**config.mk**
```make
export PLATFORM = sky130hd
export DESIGN_NAME = fp_trap_ctl
export DESIGN_NICKNAME = d
export VERILOG_FILES = /design/src/rtl/fp_trap_pkg.sv /design/src/rtl/fp_inflight_q.sv /design/src/rtl/fp_flag_regs.sv /design/src/rtl/fp_trap_gen.sv /design/src/rtl/fp_trap_ctl.sv
export SDC_FILE = /design/constraint.sdc
export NUM_CORES = 1
export LEC_CHECK = 0
export ABC_AREA = 1
export BUFFER_PORTS_ARGS = -buffer_cell sky130_fd_sc_hd__clkbuf_2
export CORE_ASPECT_RATIO = 0.6
export CORE_UTILIZATION = 35
export DETAILED_ROUTE_END_ITERATION = 7
export GPL_ROUTABILITY_DRIVEN = 0
export SYNTH_ARGS = -nofsm -noshare
export SYNTH_HDL_FRONTEND = slang
export SYNTH_SLANG_ARGS = --single-unit
```
**constraint.sdc**
```tcl
create_clock -name clk -period 3.9 [get_ports clk]
set_input_delay 0.195 -clock clk [delete_from_list [all_inputs] [get_ports clk]]
set_output_delay 0.195 -clock clk [all_outputs]
set_load 0.01 [all_outputs]
```
**src/rtl/fp_trap_pkg.sv**
```systemverilog
package fp_trap_pkg;

    localparam int NUM_EXC = 5;

    localparam int EXC_INEXACT   = 0;
    localparam int EXC_UNDERFLOW = 1;
    localparam int EXC_OVERFLOW  = 2;
    localparam int EXC_DIVZERO   = 3;
    localparam int EXC_INVALID   = 4;

    typedef logic [NUM_EXC-1:0] exc_vec_t;

    typedef enum logic [1:0] {
        MODE_NONSTOP  = 2'b00,
        MODE_IMPRECISE = 2'b01,
        MODE_PRECISE  = 2'b10,
        MODE_PRECISE2 = 2'b11
    } trap_mode_e;

    // Class traps at all when its mode is not nonstop.
    function automatic logic mode_traps(input trap_mode_e m);
        return m != MODE_NONSTOP;
    endfunction

    // Both upper encodings ask for a restartable trap.
    function automatic logic mode_precise(input trap_mode_e m);
        return (m == MODE_PRECISE) || (m == MODE_PRECISE2);
    endfunction

endpackage

```
**src/rtl/fp_inflight_q.sv**
```systemverilog
module fp_inflight_q #(
    parameter int DEPTH = 4,
    parameter int PC_W  = 32,
    localparam int PTR_W = (DEPTH > 1) ? $clog2(DEPTH) : 1,
    localparam int CNT_W = $clog2(DEPTH + 1)
) (
    input  logic             clk,
    input  logic             rst,
    input  logic             push,
    input  logic [PC_W-1:0]  push_pc,
    input  logic             pop,
    output logic [PC_W-1:0]  head_pc,
    output logic [CNT_W-1:0] count,
    output logic             full,
    output logic             empty
);
    logic [PC_W-1:0]  slots [DEPTH];
    logic [PTR_W-1:0] wr_ptr;
    logic [PTR_W-1:0] rd_ptr;

    function automatic logic [PTR_W-1:0] bump(input logic [PTR_W-1:0] p);
        return (p == PTR_W'(DEPTH - 1)) ? '0 : p + PTR_W'(1);
    endfunction

    assign full    = (count == CNT_W'(DEPTH));
    assign empty   = (count == '0);
    assign head_pc = slots[rd_ptr];

    always_ff @(posedge clk) begin
        if (rst) begin
            wr_ptr <= '0;
            rd_ptr <= '0;
            count  <= '0;
        end else begin
            if (push) begin
                slots[wr_ptr] <= push_pc;
                wr_ptr        <= bump(wr_ptr);
            end
            if (pop) begin
                rd_ptr <= bump(rd_ptr);
            end
            case ({push, pop})
                2'b10:   count <= count + CNT_W'(1);
                2'b01:   count <= count - CNT_W'(1);
                default: count <= count;
            endcase
        end
    end
endmodule

```
**src/rtl/fp_flag_regs.sv**
```systemverilog
module fp_flag_regs
    import fp_trap_pkg::*;
(
    input  logic     clk,
    input  logic     rst,
    input  logic     cmpl_fire,
    input  exc_vec_t cmpl_flags,
    input  logic     wr_en,
    input  exc_vec_t wr_data,
    output exc_vec_t sticky,
    output exc_vec_t last
);
    exc_vec_t sticky_base;
    exc_vec_t sticky_add;

    always_comb begin
        sticky_base = wr_en ? wr_data : sticky;
        sticky_add  = cmpl_fire ? cmpl_flags : '0;
    end

    always_ff @(posedge clk) begin
        if (rst) begin
            sticky <= '0;
            last   <= '0;
        end else begin
            sticky <= sticky_base | sticky_add;
            if (cmpl_fire) begin
                last <= cmpl_flags;
            end
        end
    end
endmodule

```
**src/rtl/fp_trap_gen.sv**
```systemverilog
module fp_trap_gen
    import fp_trap_pkg::*;
#(
    parameter int PC_W = 32
) (
    input  logic            clk,
    input  logic            rst,
    input  logic            cmpl_fire,
    input  exc_vec_t        cmpl_flags,
    input  exc_vec_t        trap_mask,
    input  exc_vec_t        precise_mask,
    input  logic [PC_W-1:0] fault_pc,
    input  logic [PC_W-1:0] youngest_pc,
    output logic            trap_valid,
    output exc_vec_t        trap_flags,
    output logic            trap_precise,
    output logic [PC_W-1:0] trap_pc
);
    exc_vec_t hit;
    logic     want_precise;

    always_comb begin
        hit          = cmpl_flags & trap_mask;
        want_precise = |(cmpl_flags & precise_mask);
    end

    always_ff @(posedge clk) begin
        if (rst) begin
            trap_valid   <= 1'b0;
            trap_flags   <= '0;
            trap_precise <= 1'b0;
            trap_pc      <= '0;
        end else begin
            trap_valid <= cmpl_fire && (hit != '0);
            if (cmpl_fire && (hit != '0)) begin
                trap_flags   <= hit;
                trap_precise <= want_precise;
                trap_pc      <= want_precise ? fault_pc : youngest_pc;
            end
        end
    end
endmodule

```
**src/rtl/fp_trap_ctl.sv**
```systemverilog
module fp_trap_ctl
    import fp_trap_pkg::*;
#(
    parameter int DEPTH = 4,
    parameter int PC_W  = 32,
    parameter int SEL_W = 3,
    localparam int MODE_W = 2 * NUM_EXC,
    localparam int CNT_W  = $clog2(DEPTH + 1)
) (
    input  logic              clk,
    input  logic              rst,
    input  logic              ctl_wr_en,
    input  logic [MODE_W-1:0] ctl_wr_mode,
    input  logic              sticky_wr_en,
    input  logic [NUM_EXC-1:0] sticky_wr_data,
    input  logic              issue_valid,
    input  logic [PC_W-1:0]   issue_pc,
    output logic              issue_ready,
    input  logic              cmpl_valid,
    input  logic [NUM_EXC-1:0] cmpl_flags,
    input  logic              sync_req,
    output logic              pc_hold,
    input  logic              br_req,
    input  logic [SEL_W-1:0]  br_sel,
    output logic              br_wait,
    output logic              br_taken,
    output logic [NUM_EXC-1:0] sticky_flags,
    output logic [NUM_EXC-1:0] last_flags,
    output logic              trap_valid,
    output logic [NUM_EXC-1:0] trap_flags,
    output logic              trap_precise,
    output logic [PC_W-1:0]   trap_pc
);
    trap_mode_e       class_mode [NUM_EXC];
    exc_vec_t         trap_mask;
    exc_vec_t         precise_mask;
    logic             precise_any;
    logic [PC_W-1:0]  youngest_pc;
    logic [PC_W-1:0]  head_pc;
    logic [CNT_W-1:0] inflight_cnt;
    logic             q_full;
    logic             q_empty;
    logic             issue_fire;
    logic             cmpl_fire;
    logic             sel_bit;

    // Per-class mode register and mask decode.
    for (genvar i = 0; i < NUM_EXC; i++) begin : g_class
        always_ff @(posedge clk) begin
            if (rst) begin
                class_mode[i] <= MODE_NONSTOP;
            end else if (ctl_wr_en) begin
                class_mode[i] <= trap_mode_e'(ctl_wr_mode[2*i +: 2]);
            end
        end
        assign trap_mask[i]    = mode_traps(class_mode[i]);
        assign precise_mask[i] = mode_precise(class_mode[i]);
    end

    assign precise_any = |precise_mask;

    // Issue gating: depth, precise serialization, sync hold.
    always_comb begin
        pc_hold     = sync_req && !q_empty;
        issue_ready = !q_full && !(precise_any && !q_empty) && !pc_hold;
        issue_fire  = issue_valid && issue_ready;
        cmpl_fire   = cmpl_valid && !q_empty;
    end

    always_ff @(posedge clk) begin
        if (rst) begin
            youngest_pc <= '0;
        end else if (issue_fire) begin
            youngest_pc <= issue_pc;
        end
    end

    // Branch-on-exception query.
    always_comb begin
        sel_bit = 1'b0;
        for (int i = 0; i < NUM_EXC; i++) begin
            if (br_sel == SEL_W'(i)) begin
                sel_bit = last_flags[i];
            end
        end
        br_wait  = br_req && !q_empty;
        br_taken = br_req && q_empty && sel_bit;
    end

    fp_inflight_q #(
        .DEPTH (DEPTH),
        .PC_W  (PC_W)
    ) u_queue (
        .clk     (clk),
        .rst     (rst),
        .push    (issue_fire),
        .push_pc (issue_pc),
        .pop     (cmpl_fire),
        .head_pc (head_pc),
        .count   (inflight_cnt),
        .full    (q_full),
        .empty   (q_empty)
    );

    fp_flag_regs u_flags (
        .clk        (clk),
        .rst        (rst),
        .cmpl_fire  (cmpl_fire),
        .cmpl_flags (cmpl_flags),
        .wr_en      (sticky_wr_en),
        .wr_data    (sticky_wr_data),
        .sticky     (sticky_flags),
        .last       (last_flags)
    );

    fp_trap_gen #(
        .PC_W (PC_W)
    ) u_trap (
        .clk          (clk),
        .rst          (rst),
        .cmpl_fire    (cmpl_fire),
        .cmpl_flags   (cmpl_flags),
        .trap_mask    (trap_mask),
        .precise_mask (precise_mask),
        .fault_pc     (head_pc),
        .youngest_pc  (youngest_pc),
        .trap_valid   (trap_valid),
        .trap_flags   (trap_flags),
        .trap_precise (trap_precise),
        .trap_pc      (trap_pc)
    );
endmodule

```
# == After elaboration in Yosys (flattened, before gate mapping) ==
# Memory sizes are Yosys's and may differ from the RTL's. A register that Yosys moved wholly into a read port is not among the register bits.
# Cells that the tools add are included.
# op_classes
addsub,4
n_reduce_logical,30
eq_ne,19
muxes,26
bitwise_logic,8
# ops
cell,n
32-bit 2-to-1 mux,1
2-bit equality test (second input constant),13
2-bit 2-to-1 mux,9
1-bit 2-to-1 mux,13
2-bit nonzero test,6
5-bit AND,2
1-bit logical AND,10
5-bit 2-to-1 mux,2
5-bit OR reduction,2
3-bit by 2-bit equality test with 1-bit output (second input constant),2
3-bit equality test (second input constant),2
3-bit logical NOT,2
3-bit case mux with 2 select lines,1
1-bit logical OR,5
1-bit bitwise OR,5
5-bit bitwise OR,1
5-bit nonzero test,1
2-bit by 1-bit adder with 2-bit output (second input constant),2
1-bit logical NOT,4
3-bit by 1-bit adder with 3-bit output (second input constant),1
3-bit by 1-bit equality test with 1-bit output (second input constant),1
3-bit by 1-bit subtractor with 3-bit output (second input constant),1
2-bit by 1-bit equality test with 1-bit output (second input constant),1
# totals
memories,2
mem_bits_rw,138
inputBits,63
ff_bits,88
# mem_list
name,depth,width,read_ports,rd_clocked_by_memory_dff,wr,line,source
u_queue.slots,4,32,1,1,1,fp_inflight_q.sv:17,logic [PC_W-1:0] slots [DEPTH];
class_mode,5,2,5,0,5,fp_trap_ctl.sv:34,trap_mode_e class_mode [NUM_EXC];

# == Longest topological paths before layout ==
# depth
word_depth,11
mapped_depth,14
mapped_depth_nobuf,13

# == Modules after synthesis ==
# A second synthesis with hierarchy kept.
# unflattened
cells_unflattened,1175
area_unflattened_um2,10276.1
# modules_own_cells
mod,instances,area_each_um2,cells_per_inst,seq_area_each_um2
fp_inflight_q,1,5241.3,370,4023.9
fp_trap_gen,1,2399.8,401,780.7
fp_trap_ctl,1,2237.1,346,940.9
fp_flag_regs,1,397.9,58,200.2

# == Worst setup path before layout ==
# No wires, ideal clock.
# synth_timing
path_type,flip-flop to flip-flop
startpoint,memory class_mode[1][1] in the netlist's numbering
endpoint,"memory u_queue.slots[0][0], enable pin"
setup_ns,0.421
path_buffers,0
t_arrival_ns,2.251
path_stages_with_launch,6
setup_slack_ns,1.228
cell_sequence,edfxtp_1 > nor2_1 > nand4_1 > nand2_4 > nand3_1 > nor2_1
# synth_rtl
element,line
"start, declared",fp_trap_ctl.sv:34
"end, declared",fp_inflight_q.sv:17

==> results.md <==
- Worst hold path class: primary input to register
- HPWL Detailed: approximately 15000 um
- Initial DRC Count: around 510
- Final setup fails: 0
- Status: complete, but fails checks
- CTS tree: yes
- Global routing usage on met2: roughly a quarter
- Total chip power: between 7 and 8 mW
- GRT overflow: 0
- Clk pin slew, worst setup/hold paths: approximately 0.060 ns
- Crit path kind: register to register
- Worst vdd ir: about 290 uV
- Avg WL per Cell: about 14 um
- R2R Setup Slk: just under 1 ns
- Warnings from Yosys: 0
- Multi-input logic area: between 3000 and 4000 sq um
- Initial antenna violation count: 1
- Clock latency on the worst-skew pair: about 0.53 ns
- Total track usage: 16.8%
- ANT nets after route: 0
- Max_cap viols: 0
- Crit path capture: u_queue.slots[3][13]
- Via density: 4.45
- Hold-fix buffers at CTS: 46
- Post-synth net total: about 1.2k
- Sequential Area: just under 6000 sq um
- CP max stage delay: around 0.94 ns
- Most Crowded Layer GR: met2
- Post-route DRC: 9
- Fin crit period: 2.93 ns
- H-tree lvl count: 1
- CP required: 4.03 ns
- Routed wire length: roughly 24000 um
- Core ar.: approximately 28000 sq um
- R2R cell count: 5
- Syn Inst Count: approximately 1.2k
- RR Endpoint: u_queue.slots[3][13]
- Fin crit share: 75.2%
- Vias in the first global route: around 7k
- CP Max Fanout: 37
- CTS Buffer Depth: 3
- Pre-Repair DR Iteration Count: 8
- Slew Limit Headroom: between 20% and 30%
- Die H: approximately 130 um
- Filler cell count: between 2k and 3k
- Failing checks: design-rule violations
- Die area: between 20000 and 30000 sq um
- Slowest-stage cell, CP: nor2_4
- Post-Syn Area: ~10000 sq um
- Yosys cell types: 31
- Cell Pwr Density: between 600 and 700 nW/um^2
- Slew of the pin with the lowest slew margin: 1.07 ns
- Total Neg Setup Slack: 0 ns
- Startpoint Class: register
- Leakage: 5.48 nW
- Nets: 1370
- Met1 Usage GRT: 24.7%
- Post-synthesis sequential area ratio: between 50% and 60%
- Layout area overhead: 20.7%
- Critical-path cell list: nor2_1 > nand4_1 > nand2_4 > nand3_1 > nor2_4
- Num rows: 47
- I/O Pins: between 100 and 150
- Post-CTS Setup Inserts: 0
- FMAX: approximately 0.34 GHz
- WP data arrival: a little over 3 ns
- RSZ-0062 raised after global routing: false
- CP Launch Point: class_mode[1][1]
- Setup crit end kind: register
- Register bit total from synthesis: ~230
- TritonCTS Buffers: 24
- Resize count post-CTS: 0
- Largest net degree at the start of global routing: about 70
- Clock Sinks: around 230
- Via count: 7498
- Final Max Slew Viols: 0
- Fin. Hold Viols: 0
- Worst r2r src: class_mode[1][1]
- Initial core utilization: a little over a third
- Syn Area/Cell: between 8 and 9 sq um
- First-pass GRT wire length: about 39000 um
- Antenna Cells: 0
- Final setup skew: 0.0148 ns
- Layout cell share with drive strength beyond 1: 16.8%
- CTS root buf: clkbuf_16
- Chip width: roughly 220 um
- Port-buffer cells: 115
- Routing usage on met3: about 4.0%
cell families (layout without fill, tap and decap cells):
logic type,count (synthesis),in the layout,share of synthesized area [%]
compound gates,59,59,2.95
mux,5,5,0.499
fa+ha+maj,7,7,0.949
simple gates,638,638,27.1
flops,228,228,59.3
buf+inv,225,381,9.24
layout by cell type (no fill, tap or decap), types with 2 or more instances in the layout:
cell	count
ha_1	6
nand2_1	361
clkinv_1	4
dlygate4sd3_1	46
a21oi_1	52
edfxtp_1	138
nor2_2	38
o21ai_0	6
clkinv_2	5
inv_6	2
inv_2	5
nand3b_1	3
nor2_1	113
clkbuf_2	115
nand3_1	107
nor2_4	5
nand2_4	3
mux2i_1	5
inv_1	159
clkbuf_16	25
buf_4	9
or2_2	2
clkbuf_1	5
dfxtp_1	88
state kept, by name (all words and copies together), names as in the netlist, named ones only:
name	cells
u_queue.slots	128
u_flags.sticky	5
u_trap.trap_precise	1
u_queue.count	3
u_queue.wr_ptr	2
u_flags.last	5
u_queue.rd_ptr	2
u_trap.trap_valid	1
class_mode	10
youngest_pc	32
u_trap.trap_flags	5
u_trap.trap_pc	32
per-layer routing:
metal	share of wire, %	wire [um]
met3	6.6	1590
met2	43	10200
met1	50	11900
met5	0.042	10
met4	1.3	310
worst max-delay path, delay by kind of cell, from the launching register on:
kind          cells  cell delay [ns]
simple gates      5             2.08
flops             1             0.42
how the worst min path moves through the flow:
| stage | from | endpoint | slack, ns | cells past startpoint |
|---|---|---|---|---|
| 6_report | ctl_wr_mode[3] | class_mode[1][1] | 0.02 | 3 |
| 5_1_grt | ctl_wr_mode[3] | class_mode[1][1] | 0.01 | 3 |
| 4_1_cts | ctl_wr_mode[3] | class_mode[1][1] | 0.002 | 3 |
| 3_5_place_dp | issue_pc[5] | u_queue.slots[0][5] | 0.43 | 1 |
| 3_3_place_gp | issue_pc[1] | u_queue.slots[0][1] | 0.44 | 1 |
| 2_1_floorplan | issue_pc[0] | u_queue.slots[0][0] | 0.29 | 0 |
stage by stage:
| step | area [sq um] | cells | hold slack, ns | util, % | setup slack (ns) |
|---|---|---|---|---|---|
| 2_1_floorplan | 10000 | 1162 | 0.294 | - | 1.23 |
| 3_3_place_gp | 10900 | 1595 | 0.435 | 39.0 | 1.06 |
| 3_5_place_dp | 10900 | 1595 | 0.435 | 39.0 | 0.956 |
| 4_1_cts | 12100 | 1685 | 0.00223 | 43.4 | 0.917 |
| 5_1_grt | 12100 | 1685 | 0.00965 | 43.4 | 0.702 |
| 6_report | 12100 | 1685 | 0.0163 | 43.4 | 0.969 |
cell type report:
| class | instances | share of cell area, % |
|---|---|---|
| Clock buffer | 31 | 5.44 |
| Clock inverter | 13 | 0.827 |
| Inverter | 167 | 5.26 |
| Multi-Input combinational cell | 709 | 26.4 |
| Sequential cell | 228 | 49.2 |
| Tap cell | 367 | 3.80 |
| Timing Repair Buffer | 170 | 9.12 |
synthesized netlist by cell type:
master	instances	area [sq um]
a21oi_1	52	260
clkbuf_1	16	60.1
nand2_4	3	33.8
nand3_2	1	10.0
mux2i_1	5	50.1
inv_1	159	597
o21ai_0	6	30.0
buf_8	2	30.0
nor3b_1	1	7.51
nand2_8	1	20.0
inv_6	2	17.5
buf_6	1	11.3
nor2_2	39	244
nand2_2	1	6.26
edfxtp_1	138	4140
buf_2	27	135
dfxtp_1	90	1800
nand3b_1	3	22.5
nor2_8	1	20.0
nand2_1	361	1360
clkinv_1	1	3.75
nand3_1	107	536
o21ai_1	1	5.00
nand4_1	1	6.26
fa_1	1	20.0
ha_1	6	75.1
buf_4	2	15.0
or2_2	2	12.5
nor2_1	117	439
buf_1	10	37.5
inv_2	5	18.8
power by group:
| part | switching, mW | total [mW] | leakage (nW) | internal (mW) |
|---|---|---|---|---|
| Combinational | 1.48 | 2.24 | 3.10 | 0.757 |
| Clock | 0.954 | 2.22 | 0.374 | 1.26 |
| Sequential | 0.262 | 3.18 | 2.00 | 2.92 |
| Total | 2.70 | 7.64 | 5.48 | 4.94 |
Note: power is estimated with default switching activity, not from simulation.
